<file path="config.mk">
export PLATFORM = sky130hd
export DESIGN_NAME = chanSelSwitch
export DESIGN_NICKNAME = d
export VERILOG_FILES = /design/src/rtl/chanSelPkg.sv /design/src/rtl/chanSelBusCtl.sv /design/src/rtl/chanSelRegs.sv /design/src/rtl/chanSelSwitch.sv
export SDC_FILE = /design/constraint.sdc
export NUM_CORES = 1
export LEC_CHECK = 0
export ABC_AREA = 0
export BUFFER_PORTS_ARGS = -buffer_cell sky130_fd_sc_hd__buf_2
export CAP_MARGIN = 40
export CORE_AREA = 2 2 65 67
export DETAILED_ROUTE_END_ITERATION = 6
export DIE_AREA = 0 0 67 69
export GPL_TIMING_DRIVEN = 0
export HOLD_SLACK_MARGIN = 0.12
export PLACE_DENSITY = 0.74
export SYNTH_ARGS = -nofsm -noshare
export SYNTH_HDL_FRONTEND = slang
export SYNTH_HIERARCHICAL = 1
export SYNTH_SLANG_ARGS = --single-unit
</file>
<file path="constraint.sdc">
create_clock -name clk -period 2.96 [get_ports clk]
set_clock_uncertainty 0.2 [all_clocks]
set_input_delay 0.296 -clock clk [delete_from_list [all_inputs] [get_ports clk]]
set_output_delay 0.296 -clock clk [all_outputs]
set_load 0.005 [all_outputs]
</file>
<file path="src/rtl/chanSelPkg.sv">
package chanSelPkg;
  localparam int BYTE_BITS = 8;
  localparam int CH_COUNT  = 4;
  localparam int CNT_W     = $clog2(BYTE_BITS + 1);

  typedef enum logic [2:0] {
    ST_IDLE,
    ST_ADDR,
    ST_ADDR_ACK,
    ST_WR,
    ST_WR_ACK,
    ST_RD,
    ST_RD_ACK
  } busState_t;

  // strobes from the bus controller to the register datapath
  typedef struct packed {
    logic shiftIn;   // capture one received bit
    logic rxBit;     // value of that bit
    logic loadTx;    // capture read value into transmit register
    logic shiftTx;   // advance transmit register
    logic storePend; // received byte becomes pending selection
    logic applyPend; // STOP seen
  } dpStrobe_t;
endpackage

</file>
<file path="src/rtl/chanSelBusCtl.sv">
module chanSelBusCtl
  import chanSelPkg::*;
#(
  parameter int ADDR_PINS = 2,
  parameter logic [6-ADDR_PINS:0] ADDR_FIXED = 5'b11100,
  parameter int SYNC_STAGES = 2
) (
  input  logic                 clk,
  input  logic                 rstN,
  input  logic                 scl,
  input  logic                 sdaIn,
  input  logic [ADDR_PINS-1:0] addrSel,
  input  logic [7:0]           rxByte,
  input  logic                 readMsb,
  input  logic                 txNext,
  output dpStrobe_t            strb,
  output logic                 sdaPullLow
);
  logic [SYNC_STAGES-1:0] sclSync, sdaSync;
  logic sclS, sdaS, sclD, sdaD;
  logic startDet, stopDet, sclRise, sclFall, addrHit;
  busState_t state, stateNxt;
  logic [CNT_W-1:0] bitCnt, cntNxt;
  logic pullNxt, mAck, mAckNxt;

  assign sclS = sclSync[SYNC_STAGES-1];
  assign sdaS = sdaSync[SYNC_STAGES-1];

  generate
    if (SYNC_STAGES == 1) begin : g_sync1
      always_ff @(posedge clk or negedge rstN)
        if (!rstN) begin
          sclSync <= '1;
          sdaSync <= '1;
        end else begin
          sclSync <= scl;
          sdaSync <= sdaIn;
        end
    end else begin : g_syncN
      always_ff @(posedge clk or negedge rstN)
        if (!rstN) begin
          sclSync <= '1;
          sdaSync <= '1;
        end else begin
          sclSync <= {sclSync[SYNC_STAGES-2:0], scl};
          sdaSync <= {sdaSync[SYNC_STAGES-2:0], sdaIn};
        end
    end
  endgenerate

  always_ff @(posedge clk or negedge rstN)
    if (!rstN) begin
      sclD <= 1'b1;
      sdaD <= 1'b1;
    end else begin
      sclD <= sclS;
      sdaD <= sdaS;
    end

  assign startDet = sclS && sclD && sdaD && !sdaS;
  assign stopDet  = sclS && sclD && !sdaD && sdaS;
  assign sclRise  = sclS && !sclD;
  assign sclFall  = !sclS && sclD;
  assign addrHit  = (rxByte[7:1] == {ADDR_FIXED, addrSel});

  always_comb begin
    stateNxt   = state;
    cntNxt     = bitCnt;
    pullNxt    = sdaPullLow;
    mAckNxt    = mAck;
    strb       = '0;
    strb.rxBit = sdaS;
    if (startDet) begin
      stateNxt = ST_ADDR;
      cntNxt   = '0;
      pullNxt  = 1'b0;
    end else if (stopDet) begin
      stateNxt       = ST_IDLE;
      cntNxt         = '0;
      pullNxt        = 1'b0;
      strb.applyPend = 1'b1;
    end else begin
      unique case (state)
        ST_ADDR, ST_WR: begin
          if (sclRise) begin
            strb.shiftIn = 1'b1;
            cntNxt       = bitCnt + CNT_W'(1);
          end else if (sclFall && bitCnt == CNT_W'(BYTE_BITS)) begin
            cntNxt = '0;
            if (state == ST_WR) begin
              strb.storePend = 1'b1;
              pullNxt        = 1'b1;
              stateNxt       = ST_WR_ACK;
            end else if (addrHit) begin
              pullNxt  = 1'b1;
              stateNxt = ST_ADDR_ACK;
            end else begin
              stateNxt = ST_IDLE;
            end
          end
        end
        ST_ADDR_ACK: begin
          if (sclFall) begin
            if (rxByte[0]) begin
              stateNxt    = ST_RD;
              strb.loadTx = 1'b1;
              pullNxt     = ~readMsb;
            end else begin
              stateNxt = ST_WR;
              pullNxt  = 1'b0;
            end
          end
        end
        ST_WR_ACK: begin
          if (sclFall) begin
            stateNxt = ST_WR;
            pullNxt  = 1'b0;
          end
        end
        ST_RD: begin
          if (sclRise) begin
            cntNxt = bitCnt + CNT_W'(1);
          end else if (sclFall) begin
            if (bitCnt == CNT_W'(BYTE_BITS)) begin
              cntNxt   = '0;
              pullNxt  = 1'b0;
              stateNxt = ST_RD_ACK;
            end else begin
              strb.shiftTx = 1'b1;
              pullNxt      = ~txNext;
            end
          end
        end
        ST_RD_ACK: begin
          if (sclRise) begin
            mAckNxt = ~sdaS;
          end else if (sclFall) begin
            if (mAck) begin
              stateNxt    = ST_RD;
              strb.loadTx = 1'b1;
              pullNxt     = ~readMsb;
            end else begin
              stateNxt = ST_IDLE;
            end
          end
        end
        default: ;
      endcase
    end
  end

  always_ff @(posedge clk or negedge rstN)
    if (!rstN) begin
      state      <= ST_IDLE;
      bitCnt     <= '0;
      sdaPullLow <= 1'b0;
      mAck       <= 1'b0;
    end else begin
      state      <= stateNxt;
      bitCnt     <= cntNxt;
      sdaPullLow <= pullNxt;
      mAck       <= mAckNxt;
    end

  AST_PULL_SCL_LOW: assert property (@(posedge clk) disable iff (!rstN)
    !$stable(sdaPullLow) |-> !$past(sclS)) else $error("pull changed with SCL high");
  AST_IDLE_QUIET: assert property (@(posedge clk) disable iff (!rstN)
    (state == ST_IDLE) |-> !sdaPullLow) else $error("idle target drives SDA");
  AST_ACK_DRIVEN: assert property (@(posedge clk) disable iff (!rstN)
    (state == ST_ADDR_ACK || state == ST_WR_ACK) |-> sdaPullLow) else $error("ack slot not driven");
  AST_BITCNT_RANGE: assert property (@(posedge clk) disable iff (!rstN)
    bitCnt <= CNT_W'(BYTE_BITS)) else $error("bit counter overflow");
endmodule

</file>
<file path="src/rtl/chanSelRegs.sv">
module chanSelRegs
  import chanSelPkg::*;
(
  input  logic                clk,
  input  logic                rstN,
  input  dpStrobe_t           strb,
  input  logic [CH_COUNT-1:0] irqN,
  output logic [7:0]          rxByte,
  output logic                readMsb,
  output logic                txNext,
  output logic [CH_COUNT-1:0] chanEn
);
  logic [BYTE_BITS-1:0] readValue;
  logic [BYTE_BITS-2:0] txRest;
  logic [CH_COUNT-1:0]  pending;
  logic                 pendValid;

  assign readValue = {~irqN, chanEn};
  assign readMsb   = readValue[BYTE_BITS-1];
  assign txNext    = txRest[BYTE_BITS-2];

  always_ff @(posedge clk or negedge rstN)
    if (!rstN) begin
      rxByte <= '0;
    end else if (strb.shiftIn) begin
      rxByte <= {rxByte[BYTE_BITS-2:0], strb.rxBit};
    end

  always_ff @(posedge clk or negedge rstN)
    if (!rstN) begin
      txRest <= '0;
    end else if (strb.loadTx) begin
      txRest <= readValue[BYTE_BITS-2:0];
    end else if (strb.shiftTx) begin
      txRest <= {txRest[BYTE_BITS-3:0], 1'b0};
    end

  always_ff @(posedge clk or negedge rstN)
    if (!rstN) begin
      pending   <= '0;
      pendValid <= 1'b0;
      chanEn    <= '0;
    end else if (strb.storePend) begin
      pending   <= rxByte[CH_COUNT-1:0];
      pendValid <= 1'b1;
    end else if (strb.applyPend) begin
      pendValid <= 1'b0;
      if (pendValid) chanEn <= pending;
    end

  AST_ENABLE_AT_STOP: assert property (@(posedge clk) disable iff (!rstN)
    !$stable(chanEn) |-> $past(strb.applyPend)) else $error("enables changed without STOP");
  AST_STROBE_EXCL: assert property (@(posedge clk) disable iff (!rstN)
    $onehot0({strb.shiftIn, strb.loadTx, strb.shiftTx, strb.storePend, strb.applyPend}))
    else $error("conflicting datapath strobes");
endmodule

</file>
<file path="src/rtl/chanSelSwitch.sv">
module chanSelSwitch
  import chanSelPkg::*;
#(
  parameter int ADDR_PINS = 2,
  parameter logic [6-ADDR_PINS:0] ADDR_FIXED = 5'b11100,
  parameter int SYNC_STAGES = 2
) (
  input  logic                 clk,
  input  logic                 rstN,
  input  logic                 scl,
  input  logic                 sdaIn,
  output logic                 sdaPullLow,
  input  logic [ADDR_PINS-1:0] addrSel,
  input  logic [CH_COUNT-1:0]  irqN,
  output logic                 irqOutN,
  output logic [CH_COUNT-1:0]  chanEn
);
  dpStrobe_t  strb;
  logic [7:0] rxByte;
  logic       readMsb, txNext;

  chanSelBusCtl #(
    .ADDR_PINS  (ADDR_PINS),
    .ADDR_FIXED (ADDR_FIXED),
    .SYNC_STAGES(SYNC_STAGES)
  ) i_busCtl (
    .clk       (clk),
    .rstN      (rstN),
    .scl       (scl),
    .sdaIn     (sdaIn),
    .addrSel   (addrSel),
    .rxByte    (rxByte),
    .readMsb   (readMsb),
    .txNext    (txNext),
    .strb      (strb),
    .sdaPullLow(sdaPullLow)
  );

  chanSelRegs i_regs (
    .clk    (clk),
    .rstN   (rstN),
    .strb   (strb),
    .irqN   (irqN),
    .rxByte (rxByte),
    .readMsb(readMsb),
    .txNext (txNext),
    .chanEn (chanEn)
  );

  assign irqOutN = &irqN;
endmodule

</file>
# After elaboration in Yosys (flattened, before gate mapping)
# Index checks and enable logic that the tools add are counted.
[totals] reg_bits=39 in_bits=10 word_cells=131 output_inout_bits=6
[op_classes] n_bitwise=7 muxes=65 eq_ne=22 n_reduce_logical=23 n_addsub=1
[op_table] op="two-way mux 3 bit" n=15
[op_table] op="two-way mux 1 bit" n=35
[op_table] op="two-way mux 4 bit" n=8
[op_table] op="inequality test 4 x 1 -> 1 bit (second input constant)" n=7
[op_table] op="inequality test 5 x 1 -> 1 bit (second input constant)" n=4
[op_table] op="case mux 3 bit (5 select lines)" n=1
[op_table] op="two-way mux 7 bit" n=2
[op_table] op="inequality test 4 x 2 -> 1 bit (second input constant)" n=3
[op_table] op="AND reduction 4 bit" n=3
[op_table] op="AND reduction 11 bit" n=1
[op_table] op="AND reduction 10 bit" n=1
[op_table] op="== test 3 bit (second input constant)" n=3
[op_table] op="logical AND 1 bit" n=8
[op_table] op="case mux 4 bit (2 select lines)" n=1
[op_table] op="== test 7 bit" n=1
[op_table] op="nonzero test 7 bit" n=1
[op_table] op="== test 3 x 2 -> 1 bit (second input constant)" n=2
[op_table] op="inverter 1 bit" n=6
[op_table] op="case mux 1 bit (5 select lines)" n=1
[op_table] op="adder 4 x 1 -> 4 bit (second input constant)" n=1
[op_table] op="== test 4 bit (second input constant)" n=1
[op_table] op="zero test 1 bit" n=4
[op_table] op="inverter 4 bit" n=1
[op_table] op="nonzero test 2 bit" n=2
[op_table] op="6 further kinds" n=6

# Logic depth before layout (Yosys ltp)
# Gate-level depths: netlist of the first run.
[logic_depth] depth_word=10 ltp_mapped=9 mapped_depth_nobuf=8

# By module
# Netlist of the first run, hierarchy kept.
[modules_own_cells] mod="chanSelBusCtl" cells_per_inst=115 instances=1 area_per_inst_um2=1024.7 seq_area_each_um2=382.9
[modules_own_cells] mod="chanSelRegs" cells_per_inst=65 instances=1 area_per_inst_um2=978.4 seq_area_each_um2=600.6
[modules_own_cells] mod="chanSelSwitch" cells_per_inst=1 instances=1 area_per_inst_um2=8.8 seq_area_each_um2=0.0

# Least setup slack after synthesis of the first run
# OpenSTA, ideal clock, no wires.
[synth_timing] path_type="flip-flop to flip-flop" startpoint="register i_busCtl.sclD" endpoint="register i_regs.chanEn[0]" slack_ps=706 stages_incl_launch_ff=9 setup_time_ps=125 n_path_buf=1 synth_period_minus_slack_ps=2254 t_arrival_ps=1929 required_ps=2635 path_cell_list="dfstp_2 -> inv_1 -> ha_1 -> buf_2 -> nor3_1 -> nand2_1 -> nor2_1 -> nand3b_4 -> mux2_4"
[synth_rtl] element="start, declared" line_no="chanSelBusCtl.sv:20" rtl="logic sclS, sdaS, sclD, sdaD;"
[synth_rtl] element="start signal, assigned" line_no="chanSelBusCtl.sv:56" rtl="sclD <= sclS;"
[synth_rtl] element="end signal, assigned" line_no="chanSelRegs.sv:48" rtl="if (pendValid) chanEn <= pending;"
[synth_rtl] element="end, declared" line_no="chanSelRegs.sv:11" rtl="output logic [CH_COUNT-1:0] chanEn"

==> impl_metrics.yaml, run 1 <==
yosys:
  synth_seq_cells: 39
  syn_area_um2: 2010
  synth-main-ff-cell: "dfrtp_1"
  synth.avg_cell_area_um2: 11.1
  yosysWarnings: 6
  ys_seq_area_frac: 0.489
  synth-edff-count: 0
  async_flop_share: 1.00
  synthCells: 181
  synth_fp_nets: 196
  yosysUniqueCellTypes: 50
hold_path:
  hold_start: "i_busCtl/sclSync[0]"
  hold_path_class: "flip-flop to flip-flop"
  hold-path-endpoint: "i_busCtl/sclSync[1]"
  hold_depth: 0
die:
  ios: 16
  fp.coreArea_um2: 3910
  dieWidth_um: 67
  placementRows: 23
  die_h_um: 69
  die_area_um2: 4620
  start_util: 0.514
sta:
  drv_slew: 0
  whs_ns: 0.158
  final-hold-violation-count: 0
  max_freq_mhz: 400
  relSlewSlack: 0.437
  worstMarginPinSlew_ns: 0.845
  finalCritPeriodShare: 0.844
  fin_tns_setup_ns: 0
  setup_viol: 0
  rsz0062_at_grt: "no"
  period_needed_ns: 2.50
finish:
  n_antenna_cell: 0
  final_layout_size_suffix_gt1_frac: 0.281
  area_growth_pct: 14.4
  final_nets: 224
  finalInstanceArea_um2: 2300
clocking:
  clock_latency_ns: 0.28
  cts_tree: "done"
  post_cts_resized: 0
  cts-root-buf: "clkbuf_8"
  clock-sinks: 39
  cts_buffer_depth: 2
  clk_pin_slew_ns: 0.07
  numCtsBuffers: 5
  cts_htree_levels: 2
setup_path:
  rr_endpoint: "i_regs/chanEn[0]"
  worstPathArrival_ns: 2.47
  ff2ff_path_depth: 8
  cp_data_required_time_ns: 2.93
  worstReg2RegStart: "i_busCtl/sclD"
  crit_type: "flip-flop to flip-flop"
  cp-start-kind: "flip-flop"
  rrSetupSlack_ns: 0.46
  critPathMaxFanout: 10
  endpoint_kind: "flip-flop"
place:
  dpl-instance-area_um2: 2150
  port_buffers: 15
  place_hpwl_um: 2830
  finalWeightedCongestion: 0.970
power:
  p_per_area_nw_per_um2: 554
  p_leak_nw: 1.10
  total_power_w: 0.00128
  irDropWorstVdd_mv: 0.463
drt:
  drt_iter0_drc: 158
  drt_first_pass_iters: 4
  wl_per_cell_um: 14.9
  via_per_inst: 5.52
  drtAntennaViolNets: 0
  drcViolationCount: 0
  wirelength_um: 3880
  via_count: 1435
global_route:
  grt_use_total: 0.186
  grt_pass1_wl_um: 6620
  grt_pass1_vias: 1437
  grt_max_degree: 40
  grt_remaining_overflow: 0
  antenna_found_initial: 0
status:
  status: "complete, no violations"
run:
  maxCapViolCount: 0
stage by stage:
step / cells / worst slack (ns) / utilization
finish: 260 / 0.462 / 0.588
global route: 260 / 0.312 / 0.588
CTS: 260 / 0.433 / 0.588
detailed placement: 246 / 0.450 / 0.549
global placement: 246 / 0.510 / 0.549
floorplan: 181 / 0.706 / -
cell type report:
| class | instances | area, µm² |
|---|---|---|
| sequential | 39 | 983 |
| inverter | 9 | 33.8 |
| clock buffer | 7 | 86.3 |
| multi-input combinational | 124 | 940 |
| tap | 50 | 62.6 |
| fill | 344 | 1610 |
| buffer | 9 | 55.1 |
| timing repair buffer | 21 | 135 |
| clock inverter | 1 | 5.00 |
registers in the layout, indices dropped and copies added, names as in the netlist:
register,count
i_regs/txRest,7
i_busCtl/mAck,1
i_busCtl/sclD,1
i_regs/chanEn,4
i_busCtl/state,3
i_busCtl/bitCnt,4
i_regs/rxByte,8
i_busCtl/sclSync,2
i_busCtl/sdaPullLow,1
i_busCtl/sdaD,1
i_busCtl/sdaSync,2
i_regs/pending,4
i_regs/pendValid,1
routing by layer:
metal	up-vias	part of all wire	global-route usage
met5	-	0	0
met4	0	0.023	0.0658
met3	10	0.057	0.0620
met2	38	0.51	0.284
met1	694	0.41	0.246
li1	693	-	-
cell usage after synthesis (3+ instances only):
cell | n | area share
a21oi_1 | 6 | 0.015
buf_2 | 5 | 0.012
dfrtp_1 | 33 | 0.41
dfstp_2 | 6 | 0.078
ha_1 | 5 | 0.031
inv_1 | 9 | 0.017
mux2_2 | 12 | 0.067
mux2_4 | 4 | 0.030
mux2i_1 | 10 | 0.050
nand2_1 | 16 | 0.030
nand2b_1 | 3 | 0.0093
nor2_1 | 10 | 0.019
nor3_1 | 4 | 0.010
o21ai_0 | 12 | 0.030
o21bai_1 | 3 | 0.011
report_power, final:
part | switching [W] | total, W | internal [W]
sequential | 0.0000806 | 0.000699 | 0.000618
combinational | 0.000103 | 0.000221 | 0.000118
clock | 0.000168 | 0.000356 | 0.000188
worst max path at each step:
stage,startpoint,endpoint,slack (ns),depth (start not counted)
floorplan,i_busCtl/sclD,i_regs/chanEn[0],0.71,8
global placement,i_busCtl/sclD,i_regs/chanEn[2],0.51,8
detailed placement,i_busCtl/sclD,i_regs/chanEn[0],0.45,8
CTS,i_busCtl/sclD,i_regs/chanEn[0],0.43,8
global route,i_busCtl/sclD,i_regs/chanEn[0],0.31,8
finish,i_busCtl/sclD,i_regs/chanEn[0],0.46,8
worst max-delay path, cell delays in order (launching register included):
cell and delay (ns):
dfstp_2 0.55, inv_1 0.05, ha_1 0.19, buf_2 0.18
nor3_1 0.19, nand2_1 0.07, nor2_1 0.39, nand3b_4 0.27
mux2_4 0.31
cell usage in the layout, fill, tap and decap left out, types with 2 or more instances in the layout:
cell / instances
ha_1: 5
a21o_1: 2
o21ai_0: 12
o21bai_1: 3
nor2_1: 10
mux2_2: 12
nand4_1: 2
nor3_1: 4
clkbuf_1: 2
buf_4: 2
buf_2: 20
dlygate4sd3_1: 6
and2b_1: 2
nand3_1: 2
clkbuf_8: 6
nand2b_1: 3
nor3b_1: 2
nand3b_1: 2
mux2i_1: 10
mux2_4: 4
xnor2_1: 2
nand2_1: 16
a21oi_1: 6
inv_1: 9
dfstp_2: 6
dfrtp_1: 33
repair_timing:
item                      CTS  global route
setup buffers               0             0
hold buffers                6             0
hold endpoints to repair   38             0
logic make-up (layout without fill, tap and decap cells):
family                     Yosys count  after routing  synth area share
AOI/OAI and AO/OA                   37             37             0.129
xor gates and xnor gates             3              3            0.0131
adders and majority gates            5              5            0.0311
buffers and inverters               18             47            0.0441
DFF                                 39             39             0.489
muxes                               26             26             0.147
and+or+nand+nor                     53             53             0.147
Note: power is estimated with default switching activity, not from simulation.
==> inputs of run 2 (changes only) <==
==> constraint.sdc (replaced) <==
create_clock -name clk -period 2.5 [get_ports clk]
set_clock_uncertainty 0.2 [all_clocks]
set_input_delay 0.25 -clock clk [delete_from_list [all_inputs] [get_ports clk]]
set_output_delay 0.25 -clock clk [all_outputs]
set_load 0.005 [all_outputs]
==> impl_metrics.yaml, run 2 (same netlist as run 1, synthesis figures left out) <==
clocking:
  clock-sinks: 39
  cts_tree: "done"
  numCtsBuffers: 5
  cts_buffer_depth: 2
  cts_htree_levels: 2
  cts_setup_buffers: 0
  clock_latency_ns: 0.28
  clk_pin_slew_ns: 0.07
  cts-root-buf: "clkbuf_8"
hold_path:
  hold_start: "i_busCtl/sclSync[0]"
  hold_path_class: "flip-flop to flip-flop"
die:
  placementRows: 23
  start_util: 0.514
  die_area_um2: 4620
  die_h_um: 69
  fp.coreArea_um2: 3910
  ios: 16
  dieWidth_um: 67
finish:
  final_nets: 224
  fill_cells: 343
  final_cells: 260
  area_growth_pct: 14.5
  top_regs: "i_regs/rxByte: 8 flops, i_regs/txRest: 7 flops"
  final_cell_mix: "dfrtp_1 (33), buf_2 (20), nand2_1 (16), o21ai_0 (12), mux2_2 (12)"
  largest_register_ff_count: 8
  top_register: "i_regs/rxByte"
  layout_commonest_cell: "dfrtp_1"
  final_layout_size_suffix_gt1_frac: 0.286
  n_antenna_cell: 0
power:
  p_per_area_nw_per_um2: 656
  total_power_w: 0.00151
  irDropWorstVdd_mv: 0.548
  p_leak_nw: 1.10
drt:
  drcViolationCount: 0
  via_count: 1452
  drtAntennaViolNets: 0
  drt_first_pass_iters: 4
  drt_iter0_drc: 170
  wirelength_um: 3880
  wl_per_cell_um: 14.9
  via_per_inst: 5.58
setup_path:
  cp_data_required_time_ns: 2.47
  crit_type: "flip-flop to flip-flop"
  critPathLaunch: "i_busCtl/sclD"
  worstReg2RegStart: "i_busCtl/sclD"
  critPathMaxFanout: 10
  endpoint_kind: "flip-flop"
  worstPathArrival_ns: 2.33
  cp-start-kind: "flip-flop"
sta:
  worstMarginPinSlew_ns: 0.846
  max_freq_mhz: 423
  period_needed_ns: 2.36
  setup_viol: 0
  final-hold-violation-count: 0
  finalCritPeriodShare: 0.945
  drv_slew: 0
  rsz0062_at_grt: "no"
  layout_setup_ws_ns: 0.138
  relSlewSlack: 0.436
place:
  finalWeightedCongestion: 0.970
  dp_cells: 246
  pre_cts_ws_ns: -0.0104
  place_hpwl_um: 2830
  port_buffers: 15
global_route:
  grt_pass1_vias: 1437
  grt_remaining_overflow: 0
  grt_max_degree: 40
  grt_pass1_wl_um: 6620
  grt_use_total: 0.186
  antenna_found_initial: 0
status:
  status: "complete, no violations"
run:
  maxCapViolCount: 0
run 2: per-layer routing:
metal | GRT usage | part of all wire
met1 | 0.246 | 0.41
met2 | 0.284 | 0.51
met5 | 0 | 0
met4 | 0.0658 | 0.024
met3 | 0.0620 | 0.064
run 2: final cells by class:
| type | count | area [µm²] | area share |
|---|---|---|---|
| clock buffers | 7 | 86.3 | 0.0375 |
| well taps | 50 | 62.6 | 0.0272 |
| clock inverters | 1 | 5.00 | 0.00217 |
| plain buffers | 9 | 55.1 | 0.0239 |
| multi-input cells | 124 | 942 | 0.409 |
| inverters | 9 | 33.8 | 0.0147 |
| repair buffers | 21 | 135 | 0.0587 |
| flip-flops and latches | 39 | 983 | 0.427 |
run 2: final timing paths:
kind | cells past startpoint | to | slack, ns
max | 8 | i_regs/chanEn[0] | 0.14
min | 0 | i_busCtl/sclSync[1] | 0.16
max reg2reg | 8 | i_regs/chanEn[0] | 0.14
min reg2reg | 0 | i_busCtl/sclSync[1] | 0.16
max in group asynchronous | 2 | i_regs/txRest[6] | 1.16
min in group asynchronous | 2 | i_busCtl/state[1] | 0.41
run 2: where the power goes:
group / internal, W / switching, W / total (W)
logic: 0.000139 / 0.000123 / 0.000262
registers: 0.000732 / 0.0000955 / 0.000827
clock network: 0.000222 / 0.000199 / 0.000421
total: 0.00109 / 0.000417 / 0.00151
run 2: stage by stage:
step | hold WS, ns | setup TNS, ns | util | instance area (µm²)
global placement | 0.146 | 0 | 0.549 | 2150
global route | 0.164 | 0 | 0.589 | 2300
floorplan | -0.246 | 0 | - | 2010
detailed placement | 0.149 | -0.0312 | 0.549 | 2150
finish | 0.158 | 0 | 0.589 | 2300
CTS | 0.159 | 0 | 0.589 | 2300
run 2: worst max-delay path, cell delays in order, from the launching register on:
cell	delay (ns)
dfstp_2	0.55
inv_1	0.05
ha_1	0.19
buf_2	0.18
nor3_1	0.19
nand2_1	0.08
nor2_2	0.27
nand3b_4	0.24
mux2_4	0.31
run 2: what timing repair did:
item,4_1_cts,5_1_grt
hold endpoints to repair,38,0
setup endpoints to repair,4,0
hold buffers,6,0
gates resized for setup,1,0
==> inputs of run 3 (changes only) <==
--- a/config.mk
+++ b/config.mk
@@ -13,7 +13,7 @@
 export DIE_AREA = 0 0 67 69
 export GPL_TIMING_DRIVEN = 0
 export HOLD_SLACK_MARGIN = 0.12
-export PLACE_DENSITY = 0.74
+export PLACE_DENSITY = 0.77
 export SYNTH_ARGS = -nofsm -noshare
 export SYNTH_HDL_FRONTEND = slang
 export SYNTH_HIERARCHICAL = 1
==> constraint.sdc (replaced) <==
create_clock -name clk -period 2.14 [get_ports clk]
set_clock_uncertainty 0.2 [all_clocks]
set_input_delay 0.214 -clock clk [delete_from_list [all_inputs] [get_ports clk]]
set_output_delay 0.214 -clock clk [all_outputs]
set_load 0.005 [all_outputs]
==> impl_metrics.yaml, run 3 (same netlist as run 1, synthesis figures left out) <==
status:
  status: "complete, no violations"
clocking:
  cts_buffer_depth: 2
  clock-sinks: 39
  clock_latency_ns: 0.29
  cts_tree: "done"
  clk_pin_slew_ns: 0.08
  cts-root-buf: "clkbuf_8"
  cts_htree_levels: 2
  numCtsBuffers: 5
power:
  p_per_area_nw_per_um2: 738
  irDropWorstVdd_mv: 0.701
  p_leak_nw: 1.17
  total_power_w: 0.00180
global_route:
  grt_pass1_vias: 1438
  grt_use_total: 0.189
  antenna_found_initial: 0
  grt_pass1_wl_um: 6660
  grt_remaining_overflow: 0
  grt_max_degree: 30
die:
  placementRows: 23
  die_h_um: 69
  dieWidth_um: 67
  start_util: 0.514
  die_area_um2: 4620
  fp.coreArea_um2: 3910
  ios: 16
setup_path:
  worstReg2RegStart: "i_busCtl/bitCnt[0]"
  endpoint_kind: "flip-flop"
  critPathMaxFanout: 6
  cp-start-kind: "flip-flop"
  crit_type: "flip-flop to flip-flop"
  rrSetupSlack_ns: 0.1
  worstPathArrival_ns: 2.03
  ff2ff_path_depth: 8
  cp_data_required_time_ns: 2.12
  rr_endpoint: "i_regs/chanEn[1]"
finish:
  top_regs: "i_regs/rxByte: 8 flops, i_regs/txRest: 7 flops"
  final_cells: 269
  area_growth_pct: 21.2
  final_cell_mix: "dfrtp_1 (33), buf_2 (18), nand2_1 (14), mux2_2 (12)"
  largest_register_ff_count: 8
  n_antenna_cell: 0
  final_nets: 233
  multi_input_area_um2: 983
  layout_commonest_cell: "dfrtp_1"
  top_register: "i_regs/rxByte"
  finalInstanceArea_um2: 2440
  regArea_um2: 983
  final_layout_size_suffix_gt1_frac: 0.352
  fill_cells: 331
drt:
  via_count: 1458
  wl_per_cell_um: 14.2
  drt_first_pass_iters: 4
  via_per_inst: 5.42
  drcViolationCount: 0
  wirelength_um: 3820
  drtAntennaViolNets: 0
  drt_iter0_drc: 75
sta:
  period_needed_ns: 2.04
  relSlewSlack: 0.741
  layout_setup_ws_ns: 0.0954
  max_freq_mhz: 489
  setup_viol: 0
  whs_ns: 0.124
  worstMarginPinSlew_ns: 0.389
  final-hold-violation-count: 0
  finalCritPeriodShare: 0.955
  drv_slew: 0
place:
  port_buffers: 15
  dp_cells: 247
  pre_cts_ws_ns: -0.132
  place_hpwl_um: 2570
  dpl-instance-area_um2: 2180
  finalWeightedCongestion: 0.840
run:
  maxCapViolCount: 0
hold_path:
  hold_path_class: "input pin to async pin"
## run 3: cell types whose count changed in the layout (fill, tap and decap cells not counted), moves of 2 or more
cell,delta
nand2_2,+2
o21ai_1,+2
o21ai_0,-2
ha_2,+2
buf_2,-2
ha_1,-2
buf_4,+7
nand2_1,-2
clkinvlp_4,+2
buf_6,+2
## run 3: worst max path at each step
stage	end	slack (ns)	start
2_1_floorplan	i_regs/chanEn[0]	0.03	i_busCtl/sclD
3_3_place_gp	i_regs/chanEn[1]	-0.1	i_busCtl/sclD
3_5_place_dp	i_regs/chanEn[1]	-0.13	i_busCtl/sclD
4_1_cts	i_regs/chanEn[1]	0.02	i_busCtl/sclD
5_1_grt	i_regs/chanEn[1]	-0.01	i_busCtl/bitCnt[0]
6_report	i_regs/chanEn[1]	0.1	i_busCtl/bitCnt[0]
## run 3: worst max-delay path: stages, from the launching register on
cell and delay (ns):
dfrtp_1 0.42, inv_1 0.07, ha_1 0.19, nand3b_4 0.13, nor3_2 0.19, nand2_1 0.11
nor2_4 0.13, nand3b_4 0.18, mux2_4 0.31
## run 3: per-layer routing
layer / vias to the layer above / wire length, µm / GRT usage
met4: 0 / 38 / 0.0590
met2: 25 / 1980 / 0.290
met5: - / 0 / 0
li1: 709 / - / -
met1: 720 / 1680 / 0.262
met3: 4 / 127 / 0.0440
## run 3: area by class of cell
type / count / area share
Tap cell: 50 / 0.0257
Clock buffer: 5 / 0.0282
Multi-Input combinational cell: 124 / 0.403
Sequential cell: 39 / 0.403
Inverter: 9 / 0.0139
Clock inverter: 3 / 0.00975
Timing Repair Buffer: 30 / 0.0862
Buffer: 9 / 0.0298
## run 3: report_power, final
part	internal (W)	total, W	switching, W
Sequential	0.000854	0.000959	0.000105
Clock	0.000233	0.000508	0.000275
Combinational	0.000183	0.000333	0.000150
## run 3: repair_timing
action | 4_1_cts | 5_1_grt
setup buffers | 3 | 3
setup endpoints to repair | 11 | 25
resized for setup | 4 | 14
hold endpoints to repair | 44 | 0
pin swaps | 1 | 5
hold buffers | 6 | 0
cloned | 0 | 2
## run 3: stage by stage
stage	TNS (ns)	utilization
6_report	0	0.623
5_1_grt	-0.0268	0.623
4_1_cts	0	0.605
3_5_place_dp	-0.637	0.556
3_3_place_gp	-0.425	0.551
2_1_floorplan	0	-
